`src/rtl/tokzz_pkg.sv`:
```
package tokzz_pkg;
  localparam int BLK_LEN  = 64;
  localparam int IDX_W    = $clog2(BLK_LEN);
  localparam int MAG_W    = 9;
  localparam int EXTRA_W  = MAG_W + 1;
  localparam int CODE_W   = 5;
  localparam int NBITS_W  = $clog2(EXTRA_W + 1);

  localparam logic [CODE_W-1:0] CODE_EOB  = 5'd0;
  localparam logic [CODE_W-1:0] CODE_RUN  = 5'd8;
  localparam logic [CODE_W-1:0] CODE_POS1 = 5'd9;
  localparam logic [CODE_W-1:0] CODE_NEG1 = 5'd10;
  localparam logic [CODE_W-1:0] CODE_BIG  = 5'd22;

  localparam logic [NBITS_W-1:0] NB_NONE = '0;
  localparam logic [NBITS_W-1:0] NB_RUN  = NBITS_W'(IDX_W);
  localparam logic [NBITS_W-1:0] NB_BIG  = NBITS_W'(EXTRA_W);

  typedef struct packed {
    logic [CODE_W-1:0]  code;
    logic [EXTRA_W-1:0] extra;
    logic [NBITS_W-1:0] nbits;
    logic [IDX_W-1:0]   index;
    logic               last;
  } tok_t;
endpackage

```
`src/rtl/tokzz_value_map.sv`:
```
module tokzz_value_map
  import tokzz_pkg::*;
#(
  parameter int COEF_W = 16
) (
  input  logic [COEF_W-1:0]  coef_i,
  output logic               zero_o,
  output logic [CODE_W-1:0]  code_o,
  output logic [EXTRA_W-1:0] extra_o,
  output logic [NBITS_W-1:0] nbits_o
);
  localparam logic [COEF_W-1:0] MAG_MAX = COEF_W'((1 << MAG_W) - 1);

  logic              neg;
  logic [COEF_W-1:0] mag;
  logic [MAG_W-1:0]  mag_sat;

  always_comb begin
    neg     = coef_i[COEF_W-1];
    mag     = neg ? (~coef_i + 1'b1) : coef_i;  // -min wraps to 2^(W-1) unsigned
    mag_sat = (mag > MAG_MAX) ? MAG_MAX[MAG_W-1:0] : mag[MAG_W-1:0];
    zero_o  = (coef_i == '0);
    if (coef_i == COEF_W'(1)) begin
      code_o  = CODE_POS1;
      extra_o = '0;
      nbits_o = NB_NONE;
    end else if (coef_i == {COEF_W{1'b1}}) begin
      code_o  = CODE_NEG1;
      extra_o = '0;
      nbits_o = NB_NONE;
    end else begin
      code_o  = CODE_BIG;
      extra_o = {neg, mag_sat};
      nbits_o = NB_BIG;
    end
  end
endmodule

```
`src/rtl/tokzz_run_track.sv`:
```
module tokzz_run_track
  import tokzz_pkg::*;
(
  input  logic             clk_i,
  input  logic             rst_ni,
  input  logic             take_i,
  input  logic             zero_i,
  output logic [IDX_W-1:0] idx_o,
  output logic [IDX_W-1:0] run_o,
  output logic [IDX_W-1:0] run_start_o,
  output logic             at_end_o
);
  localparam logic [IDX_W-1:0] LAST_IDX = IDX_W'(BLK_LEN - 1);

  assign at_end_o = (idx_o == LAST_IDX);

  always_ff @(posedge clk_i or negedge rst_ni) begin
    if (!rst_ni) begin
      idx_o       <= '0;
      run_o       <= '0;
      run_start_o <= '0;
    end else if (take_i) begin
      idx_o <= at_end_o ? '0 : idx_o + 1'b1;
      if (zero_i && !at_end_o) begin
        if (run_o == '0) run_start_o <= idx_o;
        run_o <= run_o + 1'b1;
      end else begin
        run_o <= '0;
      end
    end
  end
endmodule

```
`src/rtl/tokzz_out_slot.sv`:
```
module tokzz_out_slot
  import tokzz_pkg::*;
(
  input  logic clk_i,
  input  logic rst_ni,
  input  logic push_a_i,
  input  tok_t tok_a_i,
  input  logic push_b_i,
  input  tok_t tok_b_i,
  input  logic ready_i,
  output logic free_o,
  output logic hold_o,
  output logic valid_o,
  output tok_t tok_o
);
  tok_t pend_q;

  assign free_o = !valid_o || ready_i;

  always_ff @(posedge clk_i or negedge rst_ni) begin
    if (!rst_ni) begin
      valid_o <= 1'b0;
      hold_o  <= 1'b0;
      tok_o   <= '0;
      pend_q  <= '0;
    end else if (free_o) begin
      if (hold_o) begin
        tok_o   <= pend_q;
        valid_o <= 1'b1;
        hold_o  <= 1'b0;
      end else if (push_a_i) begin
        tok_o   <= tok_a_i;
        valid_o <= 1'b1;
        if (push_b_i) begin
          pend_q <= tok_b_i;
          hold_o <= 1'b1;
        end
      end else begin
        valid_o <= 1'b0;
      end
    end
  end
endmodule

```
`src/rtl/tokzz_top.sv`:
```
module tokzz_top
  import tokzz_pkg::*;
#(
  parameter int COEF_W = 16
) (
  input  logic               clk_i,
  input  logic               rst_ni,
  input  logic [COEF_W-1:0]  coef_i,
  input  logic               coef_valid_i,
  output logic               coef_ready_o,
  output logic               tok_valid_o,
  input  logic               tok_ready_i,
  output logic [CODE_W-1:0]  tok_code_o,
  output logic [EXTRA_W-1:0] tok_extra_o,
  output logic [NBITS_W-1:0] tok_nbits_o,
  output logic [IDX_W-1:0]   tok_index_o,
  output logic               tok_last_o
);
  logic               zero, at_end, take, slot_free, slot_hold;
  logic [CODE_W-1:0]  v_code;
  logic [EXTRA_W-1:0] v_extra;
  logic [NBITS_W-1:0] v_nbits;
  logic [IDX_W-1:0]   idx, run, run_start;
  logic               push_a, push_b;
  tok_t               tok_a, tok_b, run_tok, val_tok, eob_tok, tok_q;

  tokzz_value_map #(.COEF_W(COEF_W)) u_map (
    .coef_i (coef_i),
    .zero_o (zero),
    .code_o (v_code),
    .extra_o(v_extra),
    .nbits_o(v_nbits)
  );

  tokzz_run_track u_run (
    .clk_i      (clk_i),
    .rst_ni     (rst_ni),
    .take_i     (take),
    .zero_i     (zero),
    .idx_o      (idx),
    .run_o      (run),
    .run_start_o(run_start),
    .at_end_o   (at_end)
  );

  assign coef_ready_o = slot_free && !slot_hold;
  assign take         = coef_valid_i && coef_ready_o;

  always_comb begin
    run_tok = '{code: CODE_RUN, extra: EXTRA_W'(run), nbits: NB_RUN,
                index: run_start, last: 1'b0};
    val_tok = '{code: v_code, extra: v_extra, nbits: v_nbits,
                index: idx, last: at_end};
    eob_tok = '{code: CODE_EOB, extra: '0, nbits: NB_NONE,
                index: (run != '0) ? run_start : idx, last: 1'b1};
    push_a = 1'b0;
    push_b = 1'b0;
    tok_a  = val_tok;
    tok_b  = val_tok;
    if (take) begin
      if (zero) begin
        push_a = at_end;
        tok_a  = eob_tok;
      end else if (run != '0) begin
        // run ends here: emit run now, park the value token
        push_a = 1'b1;
        tok_a  = run_tok;
        push_b = 1'b1;
      end else begin
        push_a = 1'b1;
      end
    end
  end

  tokzz_out_slot u_slot (
    .clk_i   (clk_i),
    .rst_ni  (rst_ni),
    .push_a_i(push_a),
    .tok_a_i (tok_a),
    .push_b_i(push_b),
    .tok_b_i (tok_b),
    .ready_i (tok_ready_i),
    .free_o  (slot_free),
    .hold_o  (slot_hold),
    .valid_o (tok_valid_o),
    .tok_o   (tok_q)
  );

  assign tok_code_o  = tok_q.code;
  assign tok_extra_o = tok_q.extra;
  assign tok_nbits_o = tok_q.nbits;
  assign tok_index_o = tok_q.index;
  assign tok_last_o  = tok_q.last;
endmodule

```
`config.mk`:
```
export PLATFORM = sky130hd
export DESIGN_NAME = tokzz_top
export DESIGN_NICKNAME = d
export VERILOG_FILES = /design/src/rtl/tokzz_pkg.sv /design/src/rtl/tokzz_value_map.sv /design/src/rtl/tokzz_run_track.sv /design/src/rtl/tokzz_out_slot.sv /design/src/rtl/tokzz_top.sv
export SDC_FILE = /design/constraint.sdc
export NUM_CORES = 1
export LEC_CHECK = 0
export ABC_AREA = 1
export BUFFER_PORTS_ARGS = -buffer_cell sky130_fd_sc_hd__buf_2
export CORE_ASPECT_RATIO = 0.8
export CORE_UTILIZATION = 50
export CTS_CLUSTER_DIAMETER = 120
export CTS_CLUSTER_SIZE = 40
export DETAILED_ROUTE_END_ITERATION = 8
export GPL_ROUTABILITY_DRIVEN = 0
export PLACE_DENSITY = 0.7
export RECOVER_POWER = 100
export SLEW_MARGIN = 25
export SYNTH_ARGS = -nofsm -noshare
export SYNTH_HDL_FRONTEND = slang
export SYNTH_SLANG_ARGS = --single-unit
```
`constraint.sdc`:
```
create_clock -name clk_i -period 6.1 [get_ports clk_i]
set_clock_uncertainty 0.2 [all_clocks]
set_input_delay 1.22 -clock clk_i [delete_from_list [all_inputs] [get_ports clk_i]]
set_output_delay 1.22 -clock clk_i [all_outputs]
set_load 0.03 [all_outputs]
```
# Word level (Yosys, flattened, before mapping)
# Cells that the tools add are included.
totals:
  ff_bits: 72
  input_bits: 20
  word_cells: 64
op_classes:
  n_addsub: 3
  order_cmp: 1
  eq_ne: 3
  mux: 26
  bitwise_logic: 2
  reduce_logical: 14
ops:
  columns: ["cell", "n"]
  rows:
  - ["$mux 26", 5]
  - ["$mux 10", 2]
  - ["$mux 6", 3]
  - ["$add 16x1->16 const B", 1]
  - ["$eq 16x1->1 const B", 1]
  - ["$eq 16x16->1 const B", 1]
  - ["$gt 16x9->1 const B", 1]
  - ["$logic_not 16->1", 1]
  - ["$mux 16", 1]
  - ["$not 16->16", 1]
  - ["$add 6x1->6 const B", 2]
  - ["$mux 1", 10]
  - ["$mux 5", 2]
  - ["$mux 9", 1]
  - ["$mux 4", 2]
  - ["$eq 6x6->1 const B", 1]
  - ["$logic_not 6->1", 1]
  - ["$reduce_bool 6->1", 1]
  - ["$reduce_and 4->1", 1]
  - ["$logic_and 1x1->1", 3]
  - ["$logic_not 1->1", 3]
  - ["$reduce_and 3->1", 1]
  - ["$reduce_and 2->1", 1]
  - ["$reduce_bool 2->1", 1]
  - ["other kinds (2)", 2]

# Depth between registers and ports, before layout
logic_depth:
  word_depth: 12
  ltp_mapped: 18
  ltp_nobuf: 18

# Modules after synthesis
# Synthesis repeated with hierarchy kept, for this count alone.
hier_totals:
  cells_unflattened: 659
  hier_area_um2: 4511.8
by_module_without_submodules:
  columns: ["mod", "n_inst", "cells_each", "area_per_inst_um2", "seq_area_each_um2"]
  rows:
  - ["tokzz_out_slot", 1, 317, 2468.6, 1351.3]
  - ["tokzz_run_track", 1, 111, 913.4, 450.4]
  - ["tokzz_value_map", 1, 146, 739.5, 0.0]
  - ["tokzz_top", 1, 85, 390.4, 0.0]

# Worst setup path before layout
# OpenSTA, ideal clock, no wires.
synth_timing:
  path_kind: "input -> output"
  startpoint: "in tok_ready_i"
  endpoint: "out coef_ready_o"
  t_arrival_ps: 1540
  required_time_ps: 4680
  slack_ps: 3140
  cell_stages: 2
  path_buffers: 0
  cell_sequence: "nor2_2 -> nor2_4"
synth_via:
  elab_chain_len: 2
synth_rtl:
  columns: ["item", "line", "text"]
  rows:
  - ["start, declared", "tokzz_top.sv:12", "input logic tok_ready_i,"]
  - ["$logic_or 1x1->1", "tokzz_out_slot.sv:18", "assign free_o = !valid_o || ready_i;"]
  - ["$logic_and 1x1->1", "tokzz_top.sv:46", "assign coef_ready_o = slot_free && !slot_hold;"]
  - ["end, declared", "tokzz_top.sv:10", "output logic coef_ready_o,"]
# Every way passes these cells.

# Worst setup path after layout
layout_timing:
  startpoint: "in tok_ready_i"
  endpoint: "reg u_slot.tok_o[15] (netlist bit)"
layout_via:
  elab_chain_len: 6
  word_cells_on_any_way: 9
layout_rtl:
  columns: ["item", "line", "text"]
  rows:
  - ["$logic_or 1x1->1 (*)", "tokzz_out_slot.sv:18", null]
  - ["$logic_and 1x1->1", "tokzz_top.sv:46", null]
  - ["$logic_and 1x1->1", "tokzz_top.sv:47", "assign take = coef_valid_i && coef_ready_o;"]
  - ["$mux 26 or $mux 1 (tied branches)", "tokzz_top.sv:60", "if (take) begin"]
  - ["$mux 26 or $reduce_bool 2->1 (tied branches)", null, null]
  - ["$mux 26 or $reduce_and 2->1 (tied branches)", null, null]
  - ["end signal, assigned", "tokzz_out_slot.sv:28", "tok_o <= pend_q;"]
  - ["end signal, assigned", "tokzz_out_slot.sv:32", "tok_o <= tok_a_i;"]
  - ["end, declared", "tokzz_out_slot.sv:14", "output tok_t tok_o"]
# Every way passes the cells marked *; elsewhere a longest branch is shown, timed or not. The select of a mux whose other input is x is not followed.
# A chain may end at the register's enable or synchronous reset.

==> results.sh <==
export IMPL_violations="DRC, capacitance limit, slew limit"
export IMPL_critPathLaunchType="input pin"
export IMPL_maxClockFrequency_ghz=0.2327
export IMPL_worst_pin_slew_ps=3344
export IMPL_drv_cap=1
export IMPL_synth_seq_cells=64
export IMPL_cts_hold_buf=0
export IMPL_drtIter0Drc=283
export IMPL_power_density_nw_per_um2=349.2
export IMPL_min_period_ps=4298
export IMPL_cp_required_ps=6140
export IMPL_postLayoutCellArea_um2=4053
export IMPL_path_max_fanout=37
export IMPL_pin_count=48
export IMPL_cts_buffers=9
export IMPL_firstDrtPassIters=6
export IMPL_place_inst=605
export IMPL_overflow=0
export IMPL_antennaDiodeCount=0
export IMPL_layout_area_seq_um2=1602
export IMPL_tritoncts="built"
export IMPL_wl_met1_mm=4.332
export IMPL_ys_flop_type="dfrtp_1"
export IMPL_clock_sinks=64
export IMPL_grt_pass1_vias=2953
export IMPL_finalNonFillerCells=621
export IMPL_yosys_cell_types_count=42
export IMPL_synth_edf_count=0
export IMPL_clockBufferDepth=2
export IMPL_hold_viol=0
export IMPL_met2_length_mm=3.549
export IMPL_die_w_um=98.23
export IMPL_period_share_pct=70.46
export IMPL_avgViaCountPerCell=5.190
export IMPL_grt_pass1_wl_mm=14.39
export IMPL_cp_end_kind="register"
export IMPL_nFillCells=694
export IMPL_coreArea_um2=7027
export IMPL_rsz0062_at_grt="no"
export IMPL_portBuffers=46
export IMPL_clockRootBuffer="clkbuf_8"
export IMPL_post_cts_repair_setup_buffers=0
export IMPL_wl_per_cell_um=13.61
export IMPL_power_leakage_uw=0.002062
export IMPL_vias=3223
export IMPL_post_route_drc_count=4
export IMPL_finalSetupViolCount=0
export IMPL_arrival_ps=4340
export IMPL_cts_resized=0
export IMPL_avgSynthCellArea_um2=7.574
export IMPL_nNetsFinal=555
export IMPL_outcome="complete, but fails checks"
export IMPL_synthArstFlopShare_pct=100.0
export IMPL_multi_input_area_um2=1734
export IMPL_rows=27
export IMPL_clk_pin_slew_ps=80
export IMPL_syn_to_final_growth_pct=9.426
export IMPL_ir_drop_mv=0.1531
export IMPL_seq_area_frac_synth_pct=43.24
export IMPL_max_slew_margin_pct=-122.9
export IMPL_ant_nets=0
export IMPL_total_power_uw=1415
export IMPL_dieArea_um2=7758
export IMPL_place_area_um2=3946
export IMPL_insertion_delay_ps=340
export IMPL_top_layer_used="met4"
export IMPL_drive_gt1_share_pct=11.05
export IMPL_start_util_pct=52.71
export IMPL_syn_cell_area_um2=3704
export IMPL_hp_class="register to register"
export IMPL_maxSlewViolCount=65
export IMPL_grt_max_degree=65
export IMPL_setup_tns_ps=0
export IMPL_ys_warn_count=0
export IMPL_dp_hpwl_mm=6.086
export IMPL_syn_inst=489
export IMPL_htree_levels=3
export IMPL_worstSetupPathType="input pin to register"
export IMPL_die_h_um=78.98
export IMPL_grt_usage_pct=23.95
export IMPL_drt_total_wl_mm=8.451
export IMPL_wl_met3_um=490
export IMPL_antenna_found_initial=0
export IMPL_synth_fp_nets=515
worst paths after layout:
check                                 start                end  slack [ps]  cells past startpoint
max                             tok_ready_i   u_slot.tok_o[15]        1800                     13
min                        u_slot.tok_o[16]   u_slot.tok_o[16]         280                      2
max reg2reg                   u_slot.hold_o  u_slot.pend_q[20]        2140                      9
min reg2reg                u_slot.tok_o[16]   u_slot.tok_o[16]         280                      2
max in group asynchronous            rst_ni     u_run.run_o[3]        1910                      2
min in group asynchronous            rst_ni   u_slot.tok_o[20]        1880                      2
worst max-delay path, cell delays in order:
cell	delay [ps]
buf_2	90
nor2_1	250
nor2_4	50
nand2_1	450
clkinvlp_2	490
nand2_1	250
inv_1	140
nor2_1	290
a21oi_1	360
inv_4	420
a21oi_1	70
nand2_1	170
nand2_1	60
report_power, final:
group          internal (uW)  switching [uW]  total (uW)  leakage, uW
Clock                    199             168         367    0.0000993
Sequential               551            69.0         620     0.000774
Combinational            121             307         428      0.00119
flip-flops by register name, indices dropped and copies added, names as in the netlist:
signal	flops
u_run.idx_o	6
u_slot.valid_o	1
u_run.run_start_o	6
u_slot.hold_o	1
u_slot.tok_o	23
u_run.run_o	6
u_slot.pend_q	21
layer usage:
layer | global-route usage [%] | up-vias
li1 | - | 1637
met1 | 35.41 | 1486
met2 | 34.44 | 92
met3 | 6.426 | 8
met4 | 6.567 | 0
met5 | 0 | -
per-stage QoR:
step                      setup WS, ps  hold WS (ps)  utilization [%]
after global placement            2415         258.8            56.16
after global routing              1176         297.0            57.67
final                             1802         282.5            57.67
after CTS                         2643         285.2            58.97
after floorplan                   3140         247.8                -
after detailed placement          2288         267.1            56.16
cell usage in the layout, fill, tap and decap left out, types with 2 or more instances in the layout:
cell        n
nor2_4      5
nor4_1      3
dfrtp_1    64
a31oi_1     2
a21oi_1    21
nand2_2     3
clkbuf_1   29
buf_2      19
nor2_2      2
nand3b_1    5
nand3_2     2
inv_1      49
nand2_1   159
inv_2       4
nand3_1    23
clkinv_2    2
xor2_1     10
nor3_1      4
ha_1        6
nand4_1     4
o21ai_0    54
nor2_1     34
clkbuf_8   10
synth_stat cells, types with 2 or more instances:
master | number | area [um^2]
nand2_1 | 157 | 589.3
nand3_1 | 23 | 115.1
a31oi_1 | 2 | 12.51
nor2_2 | 4 | 25.02
nand2_2 | 3 | 18.77
dfrtp_1 | 64 | 1602
buf_2 | 5 | 25.02
o21ai_1 | 3 | 15.01
nor4_1 | 3 | 18.77
inv_2 | 5 | 18.77
nand4_1 | 4 | 25.02
buf_4 | 6 | 45.04
a21oi_2 | 4 | 35.03
nand3b_1 | 5 | 37.54
xor2_1 | 10 | 87.58
a21oi_1 | 17 | 85.08
nand3_2 | 2 | 20.02
nor2_4 | 6 | 67.56
nor2_1 | 31 | 116.4
o21ai_0 | 51 | 255.2
inv_1 | 48 | 180.2
nor3_1 | 4 | 20.02
ha_1 | 6 | 75.07
clkbuf_1 | 6 | 22.52
nand2_4 | 3 | 33.78
logic make-up (layout without fill, tap and decap cells):
logic type	Yosys count	in the layout	share of synthesized area [%]
AO/OA/AOI/OAI	83	83	12.33
buffers and inverters	73	118	8.581
adder cells (fa/ha/maj)	6	6	2.027
other	1	1	0.1013
XOR/XNOR	11	11	2.601
flip-flops	64	64	43.24
AND/OR/NAND/NOR	251	251	31.11
cell type report:
cell class,instances,area share (%)
Multi-Input combinational cell,352,42.79
Sequential cell,64,39.52
Inverter,55,5.187
Timing Repair Buffer,47,4.940
Clock buffer,11,3.489
Tap cell,87,2.686
Clock inverter,5,1.389
Power figures use the tool's default switching activity.
